### src/rtl/ecc_fwd_pkg.sv
// Shared definitions for the early-forwarding ECC read stage.
// Assumes the check width is at most 31 bits so columns fit in 32 bits.
package ecc_fwd_pkg;

    // Phase of the read stage: forwarding, waiting on the decoder, delivering.
    typedef enum logic [1:0] {
        PH_PASS = 2'd0,
        PH_WAIT = 2'd1,
        PH_SEND = 2'd2
    } ph_e;

    // Parity column of data bit bit_idx: x^(chk_w+bit_idx) reduced by gpoly.
    function automatic logic [31:0] par_col(input int unsigned bit_idx,
                                            input int unsigned chk_w,
                                            input logic [32:0] gpoly);
        logic [32:0] acc;
        acc = 33'd1;
        for (int unsigned s = 0; s < chk_w + bit_idx; s++) begin
            acc = acc << 1;
            if (acc[chk_w]) acc = acc ^ gpoly;
        end
        return acc[31:0];
    endfunction

    // Syndrome column of codeword position pos (data first, check bits above).
    function automatic logic [31:0] code_col(input int unsigned pos,
                                             input int unsigned data_w,
                                             input int unsigned chk_w,
                                             input logic [32:0] gpoly);
        if (pos < data_w) return par_col(pos, chk_w, gpoly);
        return 32'd1 << (pos - data_w);
    endfunction

endpackage

### src/rtl/ecc_syn_gen.sv
// Syndrome generator: recomputes the check bits from the data part of a
// codeword and folds in the stored check bits. A zero result means the
// word is a valid codeword. Purely combinational, the same depth as an encoder.
module ecc_syn_gen #(
    parameter int unsigned DATA_W = 16,
    parameter int unsigned CHK_W  = 10,
    parameter logic [CHK_W:0] GEN_POLY = 11'h769,
    localparam int unsigned N = DATA_W + CHK_W
) (
    input  logic [N-1:0]     code,
    output logic [CHK_W-1:0] syn
);
    logic [CHK_W-1:0] term [DATA_W];

    // One masked parity column per data bit.
    for (genvar i = 0; i < DATA_W; i++) begin : g_term
        localparam logic [31:0] COLF =
            ecc_fwd_pkg::code_col(i, DATA_W, CHK_W, 33'(GEN_POLY));
        localparam logic [CHK_W-1:0] COL = COLF[CHK_W-1:0];
        assign term[i] = code[i] ? COL : '0;
    end

    // XOR tree: stored check bits against the recomputed ones.
    always_comb begin
        syn = code[N-1:DATA_W];
        for (int i = 0; i < DATA_W; i++) syn = syn ^ term[i];
    end
endmodule

### src/rtl/ecc_dec2_fix.sv
// Pattern decoder for up to two bit errors. It compares the syndrome against
// every single-position column and every XOR of two distinct columns, flips
// the data bits covered by the match, and reports whether any match exists.
// Assumes the code distance is at least five, so matches are unique.
module ecc_dec2_fix #(
    parameter int unsigned DATA_W = 16,
    parameter int unsigned CHK_W  = 10,
    parameter logic [CHK_W:0] GEN_POLY = 11'h769,
    localparam int unsigned N = DATA_W + CHK_W
) (
    input  logic [DATA_W-1:0] data_in,
    input  logic [CHK_W-1:0]  syn,
    output logic [DATA_W-1:0] data_fix,
    output logic              fixable
);
    logic [N-1:0]   single_hit;
    logic [N*N-1:0] pair_hit;
    logic [DATA_W-1:0] flip;

    // Comparator array: upper triangle holds the pair matches.
    for (genvar a = 0; a < N; a++) begin : g_a
        localparam logic [31:0] COLAF =
            ecc_fwd_pkg::code_col(a, DATA_W, CHK_W, 33'(GEN_POLY));
        localparam logic [CHK_W-1:0] COLA = COLAF[CHK_W-1:0];
        assign single_hit[a] = (syn == COLA);
        for (genvar b = 0; b < N; b++) begin : g_b
            if (b > a) begin : g_pair
                localparam logic [31:0] COLBF =
                    ecc_fwd_pkg::code_col(b, DATA_W, CHK_W, 33'(GEN_POLY));
                localparam logic [CHK_W-1:0] COLB = COLBF[CHK_W-1:0];
                assign pair_hit[a*N+b] = (syn == (COLA ^ COLB));
            end else begin : g_none
                assign pair_hit[a*N+b] = 1'b0;
            end
        end
    end

    // A data bit flips when a matched pattern includes it.
    always_comb begin
        for (int i = 0; i < DATA_W; i++) begin
            flip[i] = single_hit[i];
            for (int j = 0; j < N; j++) begin
                if (j > i)      flip[i] = flip[i] | pair_hit[i*N+j];
                else if (j < i) flip[i] = flip[i] | pair_hit[j*N+i];
            end
        end
    end

    // Corrected data and the correctable verdict.
    assign data_fix = data_in ^ flip;
    assign fixable  = (|single_hit) | (|pair_hit);
endmodule

### src/rtl/ecc_evt_cnt.sv
// Saturating event counter. It counts cycles with inc high and stops at
// all ones. Assumes inc is a single-cycle pulse per event.
module ecc_evt_cnt #(
    parameter int unsigned CNT_W = 8
) (
    input  logic             clk,
    input  logic             rst_n,
    input  logic             inc,
    output logic [CNT_W-1:0] cnt
);
    localparam logic [CNT_W-1:0] CNT_MAX = '1;

    // Count up to the ceiling and then hold.
    always_ff @(posedge clk) begin
        if (!rst_n)                       cnt <= '0;
        else if (inc && cnt != CNT_MAX)   cnt <= cnt + 1'b1;
    end

    assert_sat_hold_R9: assert property (@(posedge clk) disable iff (!rst_n)
        (cnt == CNT_MAX) |=> (cnt == CNT_MAX));
    assert_idle_hold_R9: assert property (@(posedge clk) disable iff (!rst_n)
        (!inc) |=> $stable(cnt));
endmodule

### src/rtl/ecc_fwd_ctrl.sv
// Read-stage control: holds the captured codeword, forwards clean data at
// once, and on a nonzero syndrome stalls for STALL_CYC cycles before
// delivering the registered decoder output for one cycle.
// Assumes STALL_CYC >= 1. The decoder path from stage_code into the hold
// register is given STALL_CYC cycles.
module ecc_fwd_ctrl #(
    parameter int unsigned DATA_W    = 16,
    parameter int unsigned CHK_W     = 10,
    parameter int unsigned STALL_CYC = 2,
    localparam int unsigned N  = DATA_W + CHK_W,
    localparam int unsigned CW = (STALL_CYC > 1) ? $clog2(STALL_CYC) : 1
) (
    input  logic              clk,
    input  logic              rst_n,
    input  logic              in_valid,
    input  logic [N-1:0]      in_code,
    input  logic              syn_zero,
    input  logic [DATA_W-1:0] fix_data,
    input  logic              fixable,
    output logic [N-1:0]      stage_code,
    output logic              in_ready,
    output logic              out_valid,
    output logic              out_stall,
    output logic [DATA_W-1:0] out_data,
    output logic              out_fix,
    output logic              out_bad
);
    ecc_fwd_pkg::ph_e ph;
    logic              stage_vld;
    logic [CW-1:0]     wait_cnt;
    logic [DATA_W-1:0] hold_data;
    logic              hold_bad;
    logic              err_now;
    logic              enter_send;

    // Error seen on a freshly captured word, and the last stall cycle.
    assign err_now    = (ph == ecc_fwd_pkg::PH_PASS) && stage_vld && !syn_zero;
    assign enter_send = (err_now && (STALL_CYC == 1)) ||
                        ((ph == ecc_fwd_pkg::PH_WAIT) && (wait_cnt == CW'(STALL_CYC - 1)));

    // Handshake and stall toward producer and consumer.
    assign out_stall = err_now || (ph == ecc_fwd_pkg::PH_WAIT);
    assign in_ready  = !out_stall;

    // Stage register: load whenever ready, freeze during a stall.
    always_ff @(posedge clk) begin
        if (!rst_n) begin
            stage_vld  <= 1'b0;
            stage_code <= '0;
        end else if (in_ready) begin
            stage_vld  <= in_valid;
            stage_code <= in_code;
        end
    end

    // Phase sequencing through the stall window.
    always_ff @(posedge clk) begin
        if (!rst_n) begin
            ph       <= ecc_fwd_pkg::PH_PASS;
            wait_cnt <= '0;
        end else begin
            case (ph)
                ecc_fwd_pkg::PH_PASS: begin
                    if (err_now) begin
                        if (STALL_CYC == 1) ph <= ecc_fwd_pkg::PH_SEND;
                        else                ph <= ecc_fwd_pkg::PH_WAIT;
                        wait_cnt <= CW'(1);
                    end
                end
                ecc_fwd_pkg::PH_WAIT: begin
                    if (enter_send) ph <= ecc_fwd_pkg::PH_SEND;
                    else            wait_cnt <= wait_cnt + 1'b1;
                end
                default: ph <= ecc_fwd_pkg::PH_PASS;
            endcase
        end
    end

    // Capture the decoder result at the end of the stall window.
    always_ff @(posedge clk) begin
        if (!rst_n) begin
            hold_data <= '0;
            hold_bad  <= 1'b0;
        end else if (enter_send) begin
            hold_data <= fix_data;
            hold_bad  <= !fixable;
        end
    end

    // Output select: raw forward when clean, held result when delivering.
    always_comb begin
        if (ph == ecc_fwd_pkg::PH_SEND) begin
            out_valid = 1'b1;
            out_data  = hold_data;
            out_fix   = !hold_bad;
            out_bad   = hold_bad;
        end else begin
            out_valid = (ph == ecc_fwd_pkg::PH_PASS) && stage_vld && syn_zero;
            out_data  = stage_code[DATA_W-1:0];
            out_fix   = 1'b0;
            out_bad   = 1'b0;
        end
    end

    // Checker state: length of the current run of stall cycles.
    logic [7:0] chk_run;
    always_ff @(posedge clk) begin
        if (!rst_n) chk_run <= '0;
        else        chk_run <= out_stall ? chk_run + 8'd1 : 8'd0;
    end

    assert_stall_length_R3: assert property (@(posedge clk) disable iff (!rst_n)
        (out_fix || out_bad) |-> (chk_run == 8'(STALL_CYC)));
    assert_stage_frozen_R8: assert property (@(posedge clk) disable iff (!rst_n)
        out_stall |=> $stable(stage_code));
    assert_fix_weight_R5: assert property (@(posedge clk) disable iff (!rst_n)
        out_fix |-> ($countones(out_data ^ stage_code[DATA_W-1:0]) <= 2));
    assert_raw_on_bad_R6: assert property (@(posedge clk) disable iff (!rst_n)
        out_bad |-> (out_data == stage_code[DATA_W-1:0]));
    assert_ready_at_send_R10: assert property (@(posedge clk) disable iff (!rst_n)
        (out_fix || out_bad) |-> $past(out_stall) && in_ready);
endmodule

### src/rtl/ecc_fwd_read.sv
// Top of the early-forwarding ECC read stage. The syndrome of the captured
// word decides between forwarding at once and stalling for the two-error
// pattern decoder. Saturating counters tally the delivered outcomes.
// Assumes the memory returns words in the layout checked by ecc_syn_gen.
module ecc_fwd_read #(
    parameter int unsigned DATA_W    = 16,
    parameter int unsigned CHK_W     = 10,
    parameter logic [CHK_W:0] GEN_POLY = 11'h769,
    parameter int unsigned STALL_CYC = 2,
    parameter int unsigned CNT_W     = 8,
    localparam int unsigned N = DATA_W + CHK_W
) (
    input  logic              clk,
    input  logic              rst_n,
    input  logic              in_valid,
    input  logic [N-1:0]      in_code,
    output logic              in_ready,
    output logic              out_valid,
    output logic              out_stall,
    output logic [DATA_W-1:0] out_data,
    output logic              out_fix,
    output logic              out_bad,
    output logic [CNT_W-1:0]  fix_count,
    output logic [CNT_W-1:0]  bad_count
);
    logic [N-1:0]      stage_code;
    logic [CHK_W-1:0]  syn;
    logic              syn_zero;
    logic [DATA_W-1:0] fix_data;
    logic              fixable;

    ecc_syn_gen #(.DATA_W(DATA_W), .CHK_W(CHK_W), .GEN_POLY(GEN_POLY)) u_syn (
        .code (stage_code),
        .syn  (syn)
    );

    // Fast zero test on the syndrome.
    assign syn_zero = ~|syn;

    ecc_dec2_fix #(.DATA_W(DATA_W), .CHK_W(CHK_W), .GEN_POLY(GEN_POLY)) u_dec (
        .data_in  (stage_code[DATA_W-1:0]),
        .syn      (syn),
        .data_fix (fix_data),
        .fixable  (fixable)
    );

    ecc_fwd_ctrl #(.DATA_W(DATA_W), .CHK_W(CHK_W), .STALL_CYC(STALL_CYC)) u_ctrl (
        .clk        (clk),
        .rst_n      (rst_n),
        .in_valid   (in_valid),
        .in_code    (in_code),
        .syn_zero   (syn_zero),
        .fix_data   (fix_data),
        .fixable    (fixable),
        .stage_code (stage_code),
        .in_ready   (in_ready),
        .out_valid  (out_valid),
        .out_stall  (out_stall),
        .out_data   (out_data),
        .out_fix    (out_fix),
        .out_bad    (out_bad)
    );

    ecc_evt_cnt #(.CNT_W(CNT_W)) u_cnt_fix (
        .clk   (clk),
        .rst_n (rst_n),
        .inc   (out_fix),
        .cnt   (fix_count)
    );

    ecc_evt_cnt #(.CNT_W(CNT_W)) u_cnt_bad (
        .clk   (clk),
        .rst_n (rst_n),
        .inc   (out_bad),
        .cnt   (bad_count)
    );
endmodule

### config.mk
export PLATFORM = sky130hd
export DESIGN_NAME = ecc_fwd_read
export DESIGN_NICKNAME = d
export VERILOG_FILES = /design/src/rtl/ecc_fwd_pkg.sv /design/src/rtl/ecc_syn_gen.sv /design/src/rtl/ecc_dec2_fix.sv /design/src/rtl/ecc_evt_cnt.sv /design/src/rtl/ecc_fwd_ctrl.sv /design/src/rtl/ecc_fwd_read.sv
export SDC_FILE = /design/constraint.sdc
export NUM_CORES = 1
export LEC_CHECK = 0
export ABC_AREA = 0
export ABC_CLOCK_PERIOD_IN_PS = 5100
export CAP_MARGIN = 20
export CORE_UTILIZATION = 41
export CTS_BUF_LIST = sky130_fd_sc_hd__clkbuf_16
export CTS_CLUSTER_DIAMETER = 200
export DETAILED_ROUTE_END_ITERATION = 8
export PLACE_DENSITY = 0.61
export SLEW_MARGIN = 5
export SYNTH_ARGS = -nofsm -noshare
export SYNTH_HDL_FRONTEND = slang
export SYNTH_SLANG_ARGS = --single-unit
export TNS_END_PERCENT = 100
### constraint.sdc
create_clock -name clk -period 5.1 [get_ports clk]
set_input_delay 1.02 -clock clk [delete_from_list [all_inputs] [get_ports clk]]
set_output_delay 1.02 -clock clk [all_outputs]
set_load 0.03 [all_outputs]
==> impl_metrics.toml, run 1 <==
[run_status]
status = "finished with violations"
failed_checks = "design-rule violations"

[layout]
final_common_cell = "nand2_1"
regArea_um2 = 1261
final_util_pct = 51.16
final_cell_area_um2 = 8818
multiInputGateArea_um2 = 5609
fin_cells = 1294
fillers = 1665
syn_to_final_growth_pct = 22.28
insertedDiodeCount = 0
mostFrequentLayoutCells = "nand2_1, buf_4, a21oi_1"
final_layout_size_suffix_gt1_share_pct = 17.49
final_nets = 1095

[worst_setup_path]
worstPathMaxFanout = 21
ff2ff_setup_slack_ns = 0.27
path_buf_inv = 2
cp-start-kind = "flop"
path_cells = "buf_4 > xor2_4 > xnor2_1 > xnor3_1 > buf_4 > nor2_1 > o21ai_0 > a32oi_1 > nand4_1 > a2111oi_2 > xnor2_1 > nand2_1 > a21oi_1"
critPathLaunch = "u_ctrl.stage_code[11]"
crit_family = "compound AO/OA/AOI/OAI gates"
r2r_cells = 13
r2r-end = "u_ctrl.hold_data[7]"
r2r_start = "u_ctrl.stage_code[11]"
path_class = "flop to flop"
path_depth = 13
critical_path.max_stage_delay_ns = 0.72
crit_path_end_kind = "flop"
arrival_ns = 5.09
crit_required_ns = 5.36
slowest_stage = "nor2_1"

[cts]
cts_made_buffers = 9
cts.sinks = 63
cts_resized = 0
cts-root-buf = "clkbuf_16"
post_cts_buffers = 0
cts_tree = "yes"
clockBufferDepth = 2
path_clk_slew_ns = 0.06
hold_buffers = 0
worstSkewPairLatency_ns = 0.34
h-tree-depth = 3

[logic_synthesis]
syn_avg_cell_area_um2 = 7.374
ys_types = 79
syn_nets = 1009
yosysTopAreaCell = "dfxtp_1"
syn_area_um2 = 7212
synth_edf_count = 0
syn_inst = 978
ys_warn_count = 0
async_reset_ff_share_pct = 0
synth-seq-cells = 63
synth.top_cell.area_share_pct = 17.49
ys_seq_area_share_pct = 17.49
synthFlopType = "dfxtp_1"
synth_area_leaders = "dfxtp_1, nand2_1, a21oi_1"

[timing]
post-route-min-period_ns = 4.827
drv_slew = 0
setup_tns_ns = 0
setup_viol = 0
worst_pin_slew_ns = 1.256
fmax_ghz = 0.2072
fin_skew_ns = 0.008547
period_share_pct = 94.65
grt_setup_unrepaired = "no"
finalHoldViolCount = 0
slew_headroom_pct = 15.54

[route]
via_per_inst = 7.354
wl_mm = 41.98
drc = 13
vias = 9516
ant_nets = 0
drt-pass1-iter-count = 9
wl_per_cell_um = 32.45
drt-initial-drc-count = 1874

[flow_run]
cap_violations = 0

[grt]
globalRouteOverflowTotal = 0
grt_pass1_vias = 8990
grt_usage_pct = 46.88
grt_pass1_wl_mm = 60.57
antenna_found_initial = 2
grt_max_degree = 52

[worst_hold_path]
holdPathStages = 2
worstHoldPathType = "flop to flop"
min-delay-start = "u_ctrl.hold_data[2]"
min_to = "u_ctrl.hold_data[2]"

[place]
dp_hpwl_mm = 29.67
place_area_um2 = 8471
port_buffers = 65
dp_cells = 1275
routabilityCongestion = 1.090

[pwr]
vdd_drop_max_mv = 0.4655
power_density_nw_per_um2 = 867.9
leakage_nw = 2.999

[floorplan]
die_y_um = 134.6
coreArea_um2 = 17240
row_count = 48
ios = 66
start_util_pct = 41.84
die_area_um2 = 18120
die_x_um = 134.6
[cells in the mapped netlist, drive strengths merged (16+ instances only)]
master,n
a21oi,81
buf,52
clkbuf,29
dfxtp,63
mux2,16
nand2,141
nand3,48
nand4,46
nor2,75
nor3,59
nor4,39
o211ai,17
o21ai,47
o22ai,23
xnor2,49
xor2,29
[how the worst max path moves through the flow]
stage | to | slack (ns)
2_1_floorplan | in_ready | 1.12
3_3_place_gp | u_ctrl.hold_bad | 0.62
3_5_place_dp | out_valid | 0.66
4_1_cts | out_valid | 0.30
5_1_grt | out_valid | 0.20
6_report | u_ctrl.hold_data[7] | 0.27
[sequential cells by signal, indices dropped and copies added (netlist names)]
register,cells
u_cnt_fix.cnt,8
u_ctrl.ph,2
u_ctrl.stage_code,26
u_ctrl.hold_data,16
u_ctrl.hold_bad,1
u_ctrl.wait_cnt,1
u_ctrl.stage_vld,1
u_cnt_bad.cnt,8
[stage by stage]
step / worst slack (ns) / total power, mW / hold WS, ns
final: 0.2727 / 7.653 / 0.4526
after global routing: 0.1976 / 7.654 / 0.4830
after CTS: 0.3038 / 7.032 / 0.4539
after detailed placement: 0.6632 / 6.356 / 0.4453
after global placement: 0.6166 / 6.535 / 0.4345
after floorplan: 1.116 / 3.996 / 0.4212
[final cells by class]
cell class                 count  share of cell area (%)
clock buffer                   9                   2.554
clock inverter                 7                   1.078
inverter                       5                  0.2128
multi-input combinational    829                   63.61
sequential                    63                   14.30
tap                          225                   3.192
timing repair buffer         156                   15.05
[worst register-to-register path: cells and delay by family, from the launching register on]
| kind | cells | cell delay (ns) |
|---|---|---|
| AOI/OAI and AO/OA | 4 | 1.39 |
| buffers and inverters | 2 | 0.50 |
| and+or+nand+nor | 3 | 1.18 |
| DFF | 1 | 0.50 |
| xor gates and xnor gates | 4 | 1.19 |
[kinds of logic after synthesis]
kind of cell	after synthesis	share of synthesized area, %
AND/OR/NAND/NOR	435	29.82
AO/OA/AOI/OAI	276	25.14
XOR/XNOR	95	18.53
buffers and inverters	86	5.482
flip-flops	63	17.49
multiplexers	19	2.915
adder cells (fa/ha/maj)	4	0.6245
[where the power goes]
| part | internal (mW) | switching, mW |
|---|---|---|
| clock | 0.427 | 0.236 |
| combinational | 1.70 | 4.72 |
| sequential | 0.525 | 0.0475 |
| total | 2.65 | 5.00 |
[metal layers]
metal / part of all wire (%) / up-vias / GRT usage (%)
li1: - / 3868 / -
met1: 34 / 4380 / 53.09
met2: 41 / 916 / 69.07
met3: 15 / 348 / 21.81
met4: 9.5 / 4 / 34.02
met5: 0.055 / - / 0
Note: power is estimated with default switching activity, not from simulation.
==> inputs of run 2 (changes only) <==
--- a/config.mk
+++ b/config.mk
@@ -12,6 +12,7 @@
 export CTS_BUF_LIST = sky130_fd_sc_hd__clkbuf_16
 export CTS_CLUSTER_DIAMETER = 200
 export DETAILED_ROUTE_END_ITERATION = 8
+export MAX_ROUTING_LAYER = met4
 export PLACE_DENSITY = 0.61
 export SLEW_MARGIN = 5
 export SYNTH_ARGS = -nofsm -noshare
==> impl_metrics.toml, run 2 (synthesis gave the netlist of run 1 again) <==
[run_status]
status = "finished with violations"
failed_checks = "design-rule violations"

[worst_setup_path]
worstPathMaxFanout = 16
slowest_stage = "xnor2_2"
path_buf_inv = 1
crit_family = "XOR/XNOR gates"
crit_required_ns = 4.08
arrival_ns = 3.84
cp-start-kind = "flop"
crit_path_end_kind = "output pin"
path_cells = "xor3_1 > xnor2_2 > xnor2_2 > nand4_1 > nor3_1 > a21oi_1 > nor2_1 > clkdlybuf4s50_1"
critical_path.max_stage_delay_ns = 0.72
path_depth = 8
path_class = "flop to output pin"
crit_top_cell = "xnor2_2"
r2r_cells = 11

[route]
vias = 9332
drt-pass1-iter-count = 9
drc = 63
wl_mm = 40.82
via_per_inst = 7.156
wl_per_cell_um = 31.30
drt-initial-drc-count = 1607
ant_nets = 0

[grt]
globalRouteOverflowTotal = 0
grt_max_degree = 52
antenna_found_initial = 0
grt_usage_pct = 46.61
grt_pass1_vias = 8847
grt_pass1_wl_mm = 58.86

[cts]
cts.sinks = 63
h-tree-depth = 3
cts_resized = 0
post_cts_buffers = 0
clockBufferDepth = 2
cts-root-buf = "clkbuf_16"
hold_buffers = 0
path_clk_slew_ns = 0.06
worstSkewPairLatency_ns = 0.34
cts_made_buffers = 9
cts_tree = "yes"

[timing]
finalHoldViolCount = 0
grt_setup_unrepaired = "no"
fin_skew_ns = 0.006657
hold_slack_ns = 0.4577
period_share_pct = 95.23
setup_tns_ns = 0
fmax_ghz = 0.2059
worst_pin_slew_ns = 1.327
post-route-min-period_ns = 4.857
drv_slew = 0
slew_headroom_pct = 11.36
setup_viol = 0

[flow_run]
cap_violations = 0

[floorplan]
start_util_pct = 41.84
ios = 66
row_count = 48
die_area_um2 = 18120
coreArea_um2 = 17240
die_x_um = 134.6
die_y_um = 134.6

[layout]
regArea_um2 = 1261
reg_top3 = "u_ctrl.stage_code: 26 flops, u_ctrl.hold_data: 16 flops"
mostFrequentLayoutCells = "nand2_1, buf_4, a21oi_1"
fillers = 1636
final_common_cell = "nand2_1"
final_nets = 1105
final_layout_size_suffix_gt1_share_pct = 18.07
insertedDiodeCount = 0
largest_reg_flops = 26
syn_to_final_growth_pct = 23.79
multiInputGateArea_um2 = 5595
largest_register = "u_ctrl.stage_code"

[place]
port_buffers = 65
dp_hpwl_mm = 29.33
routabilityCongestion = 1.212

[pwr]
power_density_nw_per_um2 = 856.1
vdd_drop_max_mv = 0.5055
leakage_nw = 3.069
p_total_mw = 7.643

[worst_hold_path]
holdPathStages = 2
worstHoldPathType = "flop to flop"
-- run 2: cell count changes in the layout (fill, tap and decap cells not counted), moves of 2 or more --
cell,before,now
buf_4,90,100
nor4_2,9,7
buf_12,0,2
nor4_1,30,32
-- run 2: final timing paths --
| check | from | slack [ns] | endpoint |
|---|---|---|---|
| worst min register to register | u_ctrl.hold_data[4] | 0.46 | u_ctrl.hold_data[4] |
| worst max register to register | u_ctrl.stage_code[11] | 0.28 | u_ctrl.hold_bad |
| worst min-delay path | u_ctrl.hold_data[4] | 0.46 | u_ctrl.hold_data[4] |
| worst max-delay path | u_ctrl.stage_code[5] | 0.24 | out_valid |
-- run 2: metrics by stage --
step	setup WS (ns)	instances	utilization [%]	instance area, µm²
floorplan	1.116	978	-	7212
global placement	0.5181	1287	49.77	8578
detailed placement	0.5614	1288	49.80	8583
CTS	0.2676	1304	51.79	8927
global route	0.06334	1304	51.79	8927
finish	0.2435	1304	51.79	8927
-- run 2: cell type report --
type                    count  share of cell area [%]
clock buffers               9                   2.523
clock inverters             7                   1.331
inverters                   5                  0.2102
multi-input cells         829                   62.68
flip-flops and latches     63                   14.13
well taps                 225                   3.153
repair buffers            166                   15.98
-- run 2: power by group --
group	internal, mW	switching [mW]	leakage (nW)
clock network	0.478	0.240	0.162
registers	0.525	0.0488	0.514
logic	1.78	4.57	2.39
total	2.78	4.86	3.07
-- run 2: worst reg2reg max path: cells and delay by family, from the launching register on --
family	cells	cell delay [ns]
buffers and inverters	1	0.29
DFF	1	0.64
and+or+nand+nor	3	1.28
xor gates and xnor gates	3	1.18
AOI/OAI and AO/OA	4	1.32
-- run 2: layer usage --
metal  global-route usage (%)  part of all wire, %  vias to the layer above
met3                    17.30                   14                      313
met2                    67.75                   42                      841
met5                        -                    0                        -
met1                    52.31                   35                     4289
li1                         -                    -                     3889
met4                    33.96                  9.4                        0
